## config.mk

```make
export PLATFORM = sky130hd
export DESIGN_NAME = wdcm_supervisor
export DESIGN_NICKNAME = d
export VERILOG_FILES = /design/src/rtl/wdcm_pkg.sv /design/src/rtl/wdcm_window.sv /design/src/rtl/wdcm_hold.sv /design/src/rtl/wdcm_clkmon.sv /design/src/rtl/wdcm_supervisor.sv
export SDC_FILE = /design/constraint.sdc
export NUM_CORES = 1
export LEC_CHECK = 0
export CAP_MARGIN = 0
export CORE_UTILIZATION = 35
export CTS_BUF_LIST = sky130_fd_sc_hd__clkbuf_8 sky130_fd_sc_hd__clkbuf_16
export DETAILED_ROUTE_END_ITERATION = 16
export DONT_BUFFER_PORTS = 1
export PLACE_DENSITY = 0.58
export SETUP_SLACK_MARGIN = 0.3
export SYNTH_ARGS = -nofsm -noshare
export SYNTH_HDL_FRONTEND = slang
export SYNTH_SLANG_ARGS = --single-unit
```

## constraint.sdc

```tcl
create_clock -name clk -period 5.4 [get_ports clk]
set_input_delay 0.81 -clock clk [delete_from_list [all_inputs] [get_ports clk]]
set_output_delay 0.81 -clock clk [all_outputs]
set_load 0.05 [all_outputs]
```

## src/rtl/wdcm_pkg.sv

```systemverilog
package wdcm_pkg;
  localparam int unsigned SEL_W = 2;
  localparam int unsigned SEL_MAX = 3;

  // Window length in cycles for a select value; each step down divides by 4.
  function automatic int unsigned win_upper(input int unsigned sel, input int unsigned log_max);
    return 32'd1 << (log_max - 2 * (SEL_MAX - sel));
  endfunction

  // Earliest legal service point: strobes at or before this edge are early.
  function automatic int unsigned win_lower(input int unsigned sel, input int unsigned log_max);
    return win_upper(sel, log_max) >> 2;
  endfunction

  // gap_m1 is the gap counter value, one less than the edge distance between ticks.
  function automatic logic gap_ok(input int unsigned gap_m1, input int unsigned min_cyc);
    return (gap_m1 + 1) >= min_cyc;
  endfunction
endpackage

```

## src/rtl/wdcm_window.sv

```systemverilog
module wdcm_window
  import wdcm_pkg::*;
#(
  parameter int unsigned WIN_LOG_MAX = 16
) (
  input  logic             clk,
  input  logic             rst_n,
  input  logic             svc_i,
  input  logic             wr_i,
  input  logic [SEL_W-1:0] sel_i,
  output logic             early_o,
  output logic             expire_o
);
  localparam int unsigned CNT_W = WIN_LOG_MAX + 1;

  logic [SEL_W-1:0] sel_q;
  logic             locked_q;
  logic [CNT_W-1:0] cnt_q;
  logic [CNT_W-1:0] upper;
  logic [CNT_W-1:0] lower;
  logic             restart;

  assign upper    = CNT_W'(win_upper(32'(sel_q), WIN_LOG_MAX));
  assign lower    = CNT_W'(win_lower(32'(sel_q), WIN_LOG_MAX));
  assign early_o  = svc_i && (cnt_q < lower);
  assign expire_o = !svc_i && (cnt_q >= upper - 1'b1);
  assign restart  = svc_i || expire_o;

  always_ff @(posedge clk or negedge rst_n) begin
    if (!rst_n) begin
      sel_q    <= SEL_W'(SEL_MAX);
      locked_q <= 1'b0;
      cnt_q    <= '0;
    end else begin
      if (wr_i && !locked_q) begin
        sel_q    <= sel_i;
        locked_q <= 1'b1;
      end
      cnt_q <= restart ? '0 : cnt_q + 1'b1;
    end
  end

  assert_restart_R6: assert property (@(posedge clk) disable iff (!rst_n)
    svc_i |=> (cnt_q == '0));

  assert_lock_hold_R8: assert property (@(posedge clk) disable iff (!rst_n)
    locked_q |=> $stable(sel_q));

  assert_window_bound_R5: assert property (@(posedge clk) disable iff (!rst_n)
    (locked_q && $past(locked_q)) || !locked_q |-> (cnt_q < upper));
endmodule

```

## src/rtl/wdcm_hold.sv

```systemverilog
module wdcm_hold #(
  parameter int unsigned HOLD = 16
) (
  input  logic clk,
  input  logic rst_n,
  input  logic ev_i,
  output logic active_o
);
  localparam int unsigned HW = $clog2(HOLD + 1);

  logic [HW-1:0] left_q;

  always_ff @(posedge clk or negedge rst_n) begin
    if (!rst_n)               left_q <= '0;
    else if (ev_i)            left_q <= HW'(HOLD);
    else if (left_q != '0)    left_q <= left_q - 1'b1;
  end

  assign active_o = (left_q != '0);

  assert_hold_start_R7: assert property (@(posedge clk) disable iff (!rst_n)
    ev_i |=> active_o);
endmodule

```

## src/rtl/wdcm_clkmon.sv

```systemverilog
module wdcm_clkmon
  import wdcm_pkg::*;
#(
  parameter int unsigned CM_MIN  = 8,
  parameter int unsigned CM_HOLD = 24
) (
  input  logic clk,
  input  logic rst_n,
  input  logic tick_i,
  output logic bad_o
);
  localparam int unsigned PW = $clog2(CM_MIN + 1);
  localparam int unsigned RW = $clog2(CM_HOLD + 1);
  localparam logic [PW-1:0] GAP_SAT = PW'(CM_MIN - 1);
  localparam logic [RW-1:0] REC_END = RW'(CM_HOLD - 1);

  logic [PW-1:0] gap_q;
  logic [RW-1:0] rc_q;
  logic          run_q;
  logic          bad_q;
  logic          meas_good;
  logic          meas_slow;

  assign meas_good = tick_i && gap_ok(32'(gap_q), CM_MIN);
  assign meas_slow = tick_i && !gap_ok(32'(gap_q), CM_MIN);

  always_ff @(posedge clk or negedge rst_n) begin
    if (!rst_n) begin
      gap_q <= '0;
      rc_q  <= '0;
      run_q <= 1'b0;
      bad_q <= 1'b1;
    end else begin
      if (tick_i)                gap_q <= '0;
      else if (gap_q != GAP_SAT) gap_q <= gap_q + 1'b1;

      if (meas_slow) begin
        bad_q <= 1'b1;
        run_q <= 1'b0;
      end else if (run_q) begin
        if (rc_q == REC_END) begin
          bad_q <= 1'b0;
          run_q <= 1'b0;
        end else begin
          rc_q <= rc_q + 1'b1;
        end
      end else if (meas_good && bad_q) begin
        run_q <= 1'b1;
        rc_q  <= '0;
      end
    end
  end

  assign bad_o = bad_q;

  assert_slow_sets_R3: assert property (@(posedge clk) disable iff (!rst_n)
    meas_slow |=> bad_q);

  assert_release_path_R4: assert property (@(posedge clk) disable iff (!rst_n)
    $fell(bad_q) |-> $past(run_q));
endmodule

```

## src/rtl/wdcm_supervisor.sv

```systemverilog
module wdcm_supervisor
  import wdcm_pkg::*;
#(
  parameter int unsigned WIN_LOG_MAX = 16,
  parameter int unsigned WD_HOLD     = 16,
  parameter int unsigned CM_MIN      = 8,
  parameter int unsigned CM_HOLD     = 24
) (
  input  logic             clk,
  input  logic             rst_n,
  input  logic             ref_tick,
  input  logic             svc_strobe,
  input  logic             win_wr,
  input  logic [SEL_W-1:0] win_sel_in,
  output logic             err_drive_n,
  output logic             err_oe
);
  logic wd_early;
  logic wd_expire;
  logic wd_event;
  logic wd_active;
  logic cm_bad;

  wdcm_window #(.WIN_LOG_MAX(WIN_LOG_MAX)) u_window (
    .clk      (clk),
    .rst_n    (rst_n),
    .svc_i    (svc_strobe),
    .wr_i     (win_wr),
    .sel_i    (win_sel_in),
    .early_o  (wd_early),
    .expire_o (wd_expire)
  );

  assign wd_event = wd_early || wd_expire;

  wdcm_hold #(.HOLD(WD_HOLD)) u_hold (
    .clk      (clk),
    .rst_n    (rst_n),
    .ev_i     (wd_event),
    .active_o (wd_active)
  );

  wdcm_clkmon #(.CM_MIN(CM_MIN), .CM_HOLD(CM_HOLD)) u_clkmon (
    .clk    (clk),
    .rst_n  (rst_n),
    .tick_i (ref_tick),
    .bad_o  (cm_bad)
  );

  // Inhibit while reset is held; otherwise either fault pulls the pin low.
  assign err_oe      = rst_n && (wd_active || cm_bad);
  assign err_drive_n = !err_oe;

  assert_wd_reaches_pin_R7: assert property (@(posedge clk) disable iff (!rst_n)
    wd_event |=> err_oe);
endmodule

```

# Yosys cells after proc, flatten, opt, wreduce, memory -nomap -nowiden

Index checks and enable logic that the tools add are counted.

$add $sub $neg: 8
$mul: 0
Divide/modulo/power cells: 0
Magnitude comparators: 3
Equal/unequal tests: 3
Shift-type cells: 1
Multiplexer cells: 15
Bitwise logic cells: 1
Reduce and logical (&&, ||, !) cells: 22

Operator list:

| kind                  | number |
|---|---|
| $shl 1x32->19 const A | 1 |
| $mux 5                | 5 |
| $add 17x1->17 const B | 1 |
| $ge 17x17->1          | 1 |
| $lt 17x17->1          | 1 |
| $mux 17               | 1 |
| $sub 17x1->17 const B | 1 |
| $reduce_bool 2->1     | 5 |
| $mux 4                | 2 |
| $logic_and 1x1->1     | 7 |
| $mux 1                | 7 |
| $sub 6x4->7 const A   | 1 |
| $add 4x1->5 const B   | 1 |
| $add 5x1->5 const B   | 1 |
| $eq 5x5->1 const B    | 1 |
| $ge 5x4->1 const B    | 1 |
| $reduce_bool 5->1     | 1 |
| $sub 5x1->5 const B   | 1 |
| $add 4x1->4 const B   | 1 |
| $logic_not 1->1       | 4 |
| $ne 4x3->1 const B    | 1 |
| $logic_or 1x1->1      | 3 |
| $reduce_and 3->1      | 1 |
| $sub 2x2->3 const A   | 1 |
| other kinds (3)       | 3 |

Register bits after elaboration: 36
Bits in latches: 0
RAM bits: 0
ROM bits: 0
Output and inout port bits: 2
Word-level logic and storage cells: 61
Memories kept: 0

# Longest topological paths before layout

Word-level depth: 8
Gate-level depth with buffers: 8
Gate-level depth less buffers: 7

# By module

A second synthesis with hierarchy kept.

Cell total of the unflattened synthesis: 222
Area total of the unflattened synthesis: 2303.5 um2

Modules (own cells, without submodules):

| module          | times used | cells an instance | area each (um2) |
|---|---|---|---|
| wdcm_window     | 1          | 137               | 1401.3 |
| wdcm_clkmon     | 1          | 57                | 621.8 |
| wdcm_hold       | 1          | 25                | 261.5 |
| wdcm_supervisor | 1          | 3                 | 18.8 |

# Least setup slack after synthesis

No wires, ideal clock.

Kind: reg2out
Start: register u_hold.left_q[0]
End: output port err_oe
Arrival: 2.478 ns
Data required time: 4.590 ns
Path slack: 2.112 ns
Cell stages (with the launch flop): 6
Buffers on the path: 0
Cell sequence: dfrtp_1 > inv_1 > ha_1 > nand3b_1 > o21ai_0 > inv_1

Word-level cells in the longest chain between the ends: 3

Ends and longest elaborated chain:

| item                   | line                  | source |
|---|---|---|
| from (decl)            | wdcm_hold.sv:11       | `logic [HW-1:0] left_q;` |
| from (signal assigned) | wdcm_hold.sv:15       | `else if (ev_i) left_q <= HW'(HOLD);` |
| from (signal assigned) | wdcm_hold.sv:16       | `else if (left_q != '0) left_q <= left_q - 1'b1;` |
| $reduce_bool 5->1      | wdcm_hold.sv:19       | `assign active_o = (left_q != '0);` |
| $logic_or 1x1->1       | wdcm_supervisor.sv:51 | `assign err_oe = rst_n && (wd_active \|\| cm_bad);` |
| $logic_and 1x1->1      | wdcm_supervisor.sv:51 |  |
| to (decl)              | wdcm_supervisor.sv:16 | `output logic err_oe` |

No other way between the ends.

# Final worst setup path

Ends and elaborated chain as after synthesis.

==> out/results.ini <==
[clocking]
cts_tree=built
cts-hold-fix-buffers=0
cts_sinks=36
htree_num_levels=2
clock_latency_ps=290
cts_buffer_depth=2
cts_root_buffer=clkbuf_8
cts_buffers=5
path_clk_slew_ps=70
cts_resized=0
post_cts_buffers=0

[synthesis]
synth_mux_area_share_pct=1.95
synth_compound_area_share_pct=11.2
syn_area_per_cell_um2=9.71
ys_seq_elements=36
synth_edf_count=0
synth_top_family_by_area=simple AND/OR/NAND/NOR gates
synth-simple-area-share_pct=21.0
synth_ff_type=dfrtp_1
synth_xor_area_share_pct=7.03
syn_area_um2=2120
synthesis.instances=218
async_flop_share_pct=100
yosysUniqueCellTypes=41
yosysWarnings=0
synthAdderAreaFrac_pct=13.0
ys_seq_area_share_pct=42.7

[sta]
fin_setup_tns_ps=0
timing.final.hold_violations=0
final-setup-viol-count=0
relSlewSlack_pct=33.8
tightest_slew_ps=987
report.final.slew_viol_count=0
clock_skew_ps=6.68
fmax_ghz=0.315
period_needed_ps=3170
rsz0062_at_grt=no
fin_crit_sh_pct=58.7

[critical_path]
critPathLaunchType=register
r2r_slack_ps=2610
crit_buf_inv=2
path_max_fanout=3
cp-end-kind=output pin
worstPathRequired_ps=4590
critical-path-top-delay-family=compound AO/OA/AOI/OAI gates
crit_arrival_ps=2360
crit_chain=inv_1 > ha_1 > nand3b_1 > o21ai_1 > inv_1
critPathKind=register to output pin
slowest_delay_ps=790
crit_path_top_delay_cell=o21ai_1
crit_path_frequent_cell=inv_1

[finish]
utilization_pct=40.3
nNetsFinal=254
mostFrequentLayoutCells=dfrtp_1 (33), nor2_1 (29), ha_1 (22)
final_common_cell=dfrtp_1
drive_gt1_share_pct=7.96
antenna_cells=0
area_growth_pct=8.16

[run]
drv_cap=0

[floorplan]
io_pins=9
initial_utilization_pct=37.3
coreArea_um2=5680
die_x_um=79.8
row_count=27
die_area_um2=6360
die_y_um=79.8

[routing]
vias=1511
ant_nets=0
drc=0
drt_wl_total_mm=3.85
drtIter0Drc=48
wire_per_inst_um=12.9
first_pass_iters=4
vias_per_cell=5.07

[place]
hpwlAfterDp_mm=2.81
gp_congestion=0.792
io_buffers=0

[global_route]
grt_pass1_vias=1558
grt_max_degree=38
grt_antenna_before_repair=0
grt.total_usage_pct=14.5
grt_pass1_wl_mm=7.04
gr-total-overflow=0

[power_and_ir_drop]
power_mw=0.658
p_leak_nw=1.06
p_per_area_nw_per_um2=288
ir_worst_vdd_uv=179

[status]
status=finished, final reports clean

[hold_path]
hp-class=input port to asynchronous set/reset pin

[power by group]
group | leakage (nW) | internal, mW | total (mW) | switching (mW)
registers | 0.468 | 0.303 | 0.335 | 0.0319
clock network | 0.0479 | 0.0898 | 0.187 | 0.0973
logic | 0.547 | 0.0650 | 0.136 | 0.0712
[final cells by class]
type | count | area (um^2)
fillers | 583 | 3390
multi-input cells | 172 | 1170
flip-flops and latches | 36 | 905
well taps | 72 | 90.1
clock buffers | 5 | 68.8
inverters | 9 | 33.8
clock inverters | 3 | 18.8
repair buffers | 1 | 7.51
[metrics by stage]
step	area [um^2]	instances	hold slack, ps	setup slack (ps)
2_1_floorplan	2130	222	438	2110
3_3_place_gp	2200	290	450	2550
3_5_place_dp	2200	290	452	2550
4_1_cts	2290	298	189	2200
5_1_grt	2290	298	184	2120
6_report	2290	298	209	2230
[worst register-to-register path, delay by kind of cell (launching register included)]
kind,cells,cell delay (ps)
AOI/OAI and AO/OA,3,1200
and+or+nand+nor,2,540
buffers and inverters,1,100
adders and majority gates,1,310
DFF,1,580
[sequential cells by signal, summed over array words and instances (netlist names)]
register           flops
u_clkmon.bad_o         1
u_clkmon.rc_q          5
u_clkmon.run_q         1
u_window.sel_q         2
u_hold.left_q          5
u_clkmon.gap_q         4
u_window.cnt_q        17
u_window.locked_q      1
[metal layers]
layer	vias up	GRT usage (%)	share of wire [%]
li1	776	-	-
met1	711	20.1	51
met2	18	21.8	45
met3	6	3.89	3.3
met4	0	4.82	1.3
met5	-	0	0
[synthesized netlist by cell type, types with 2 or more instances]
cell type  number  area share (%)
nand2b_1        2            0.59
xor2_1          9             3.7
xnor2_1         8             3.3
mux2i_1         3             1.4
nor3_1          8             1.9
nand3b_1        3             1.1
nand3_1        10             2.4
ha_1           22              13
a221o_1         2            0.95
nor2b_1         4             1.2
a21o_1          5             1.8
o211ai_1        3             1.1
and3_1          3            0.89
o21ai_0         7             1.7
inv_1           9             1.6
nand2_1        15             2.7
a21oi_1         9             2.1
clkbuf_1        3            0.53
dfrtp_1        33              39
dfstp_2         3             3.7
or2_2           3            0.89
nand4_1         7             2.1
nor2_1         29             5.1
[path summary, 6_finish.rpt]
check,from,to,cells past startpoint
max in group asynchronous,rst_n,u_clkmon.bad_o$_DFFE_PN1P_,0
min in group clk,u_window.locked_q$_DFFE_PN0P_,u_window.locked_q$_DFFE_PN0P_,1
min,rst_n,u_clkmon.rc_q[3]$_DFFE_PN0P_,0
min reg2reg,u_window.locked_q$_DFFE_PN0P_,u_window.locked_q$_DFFE_PN0P_,1
max reg2reg,u_window.sel_q[1]$_DFFE_PN1P_,u_hold.left_q[4]$_DFFE_PN0P_,7
max,u_hold.left_q[0]$_DFFE_PN0P_,err_oe,5
[cell families (layout without fill, tap and decap cells)]
kind of cell	Yosys count	count (layout)
mux	4	4
simple gates	90	90
buf+inv	14	18
fa+ha+maj	22	22
xor+xnor	17	17
other cells	1	5
compound gates	34	34
flops	36	36
Power figures use the tool's default switching activity.
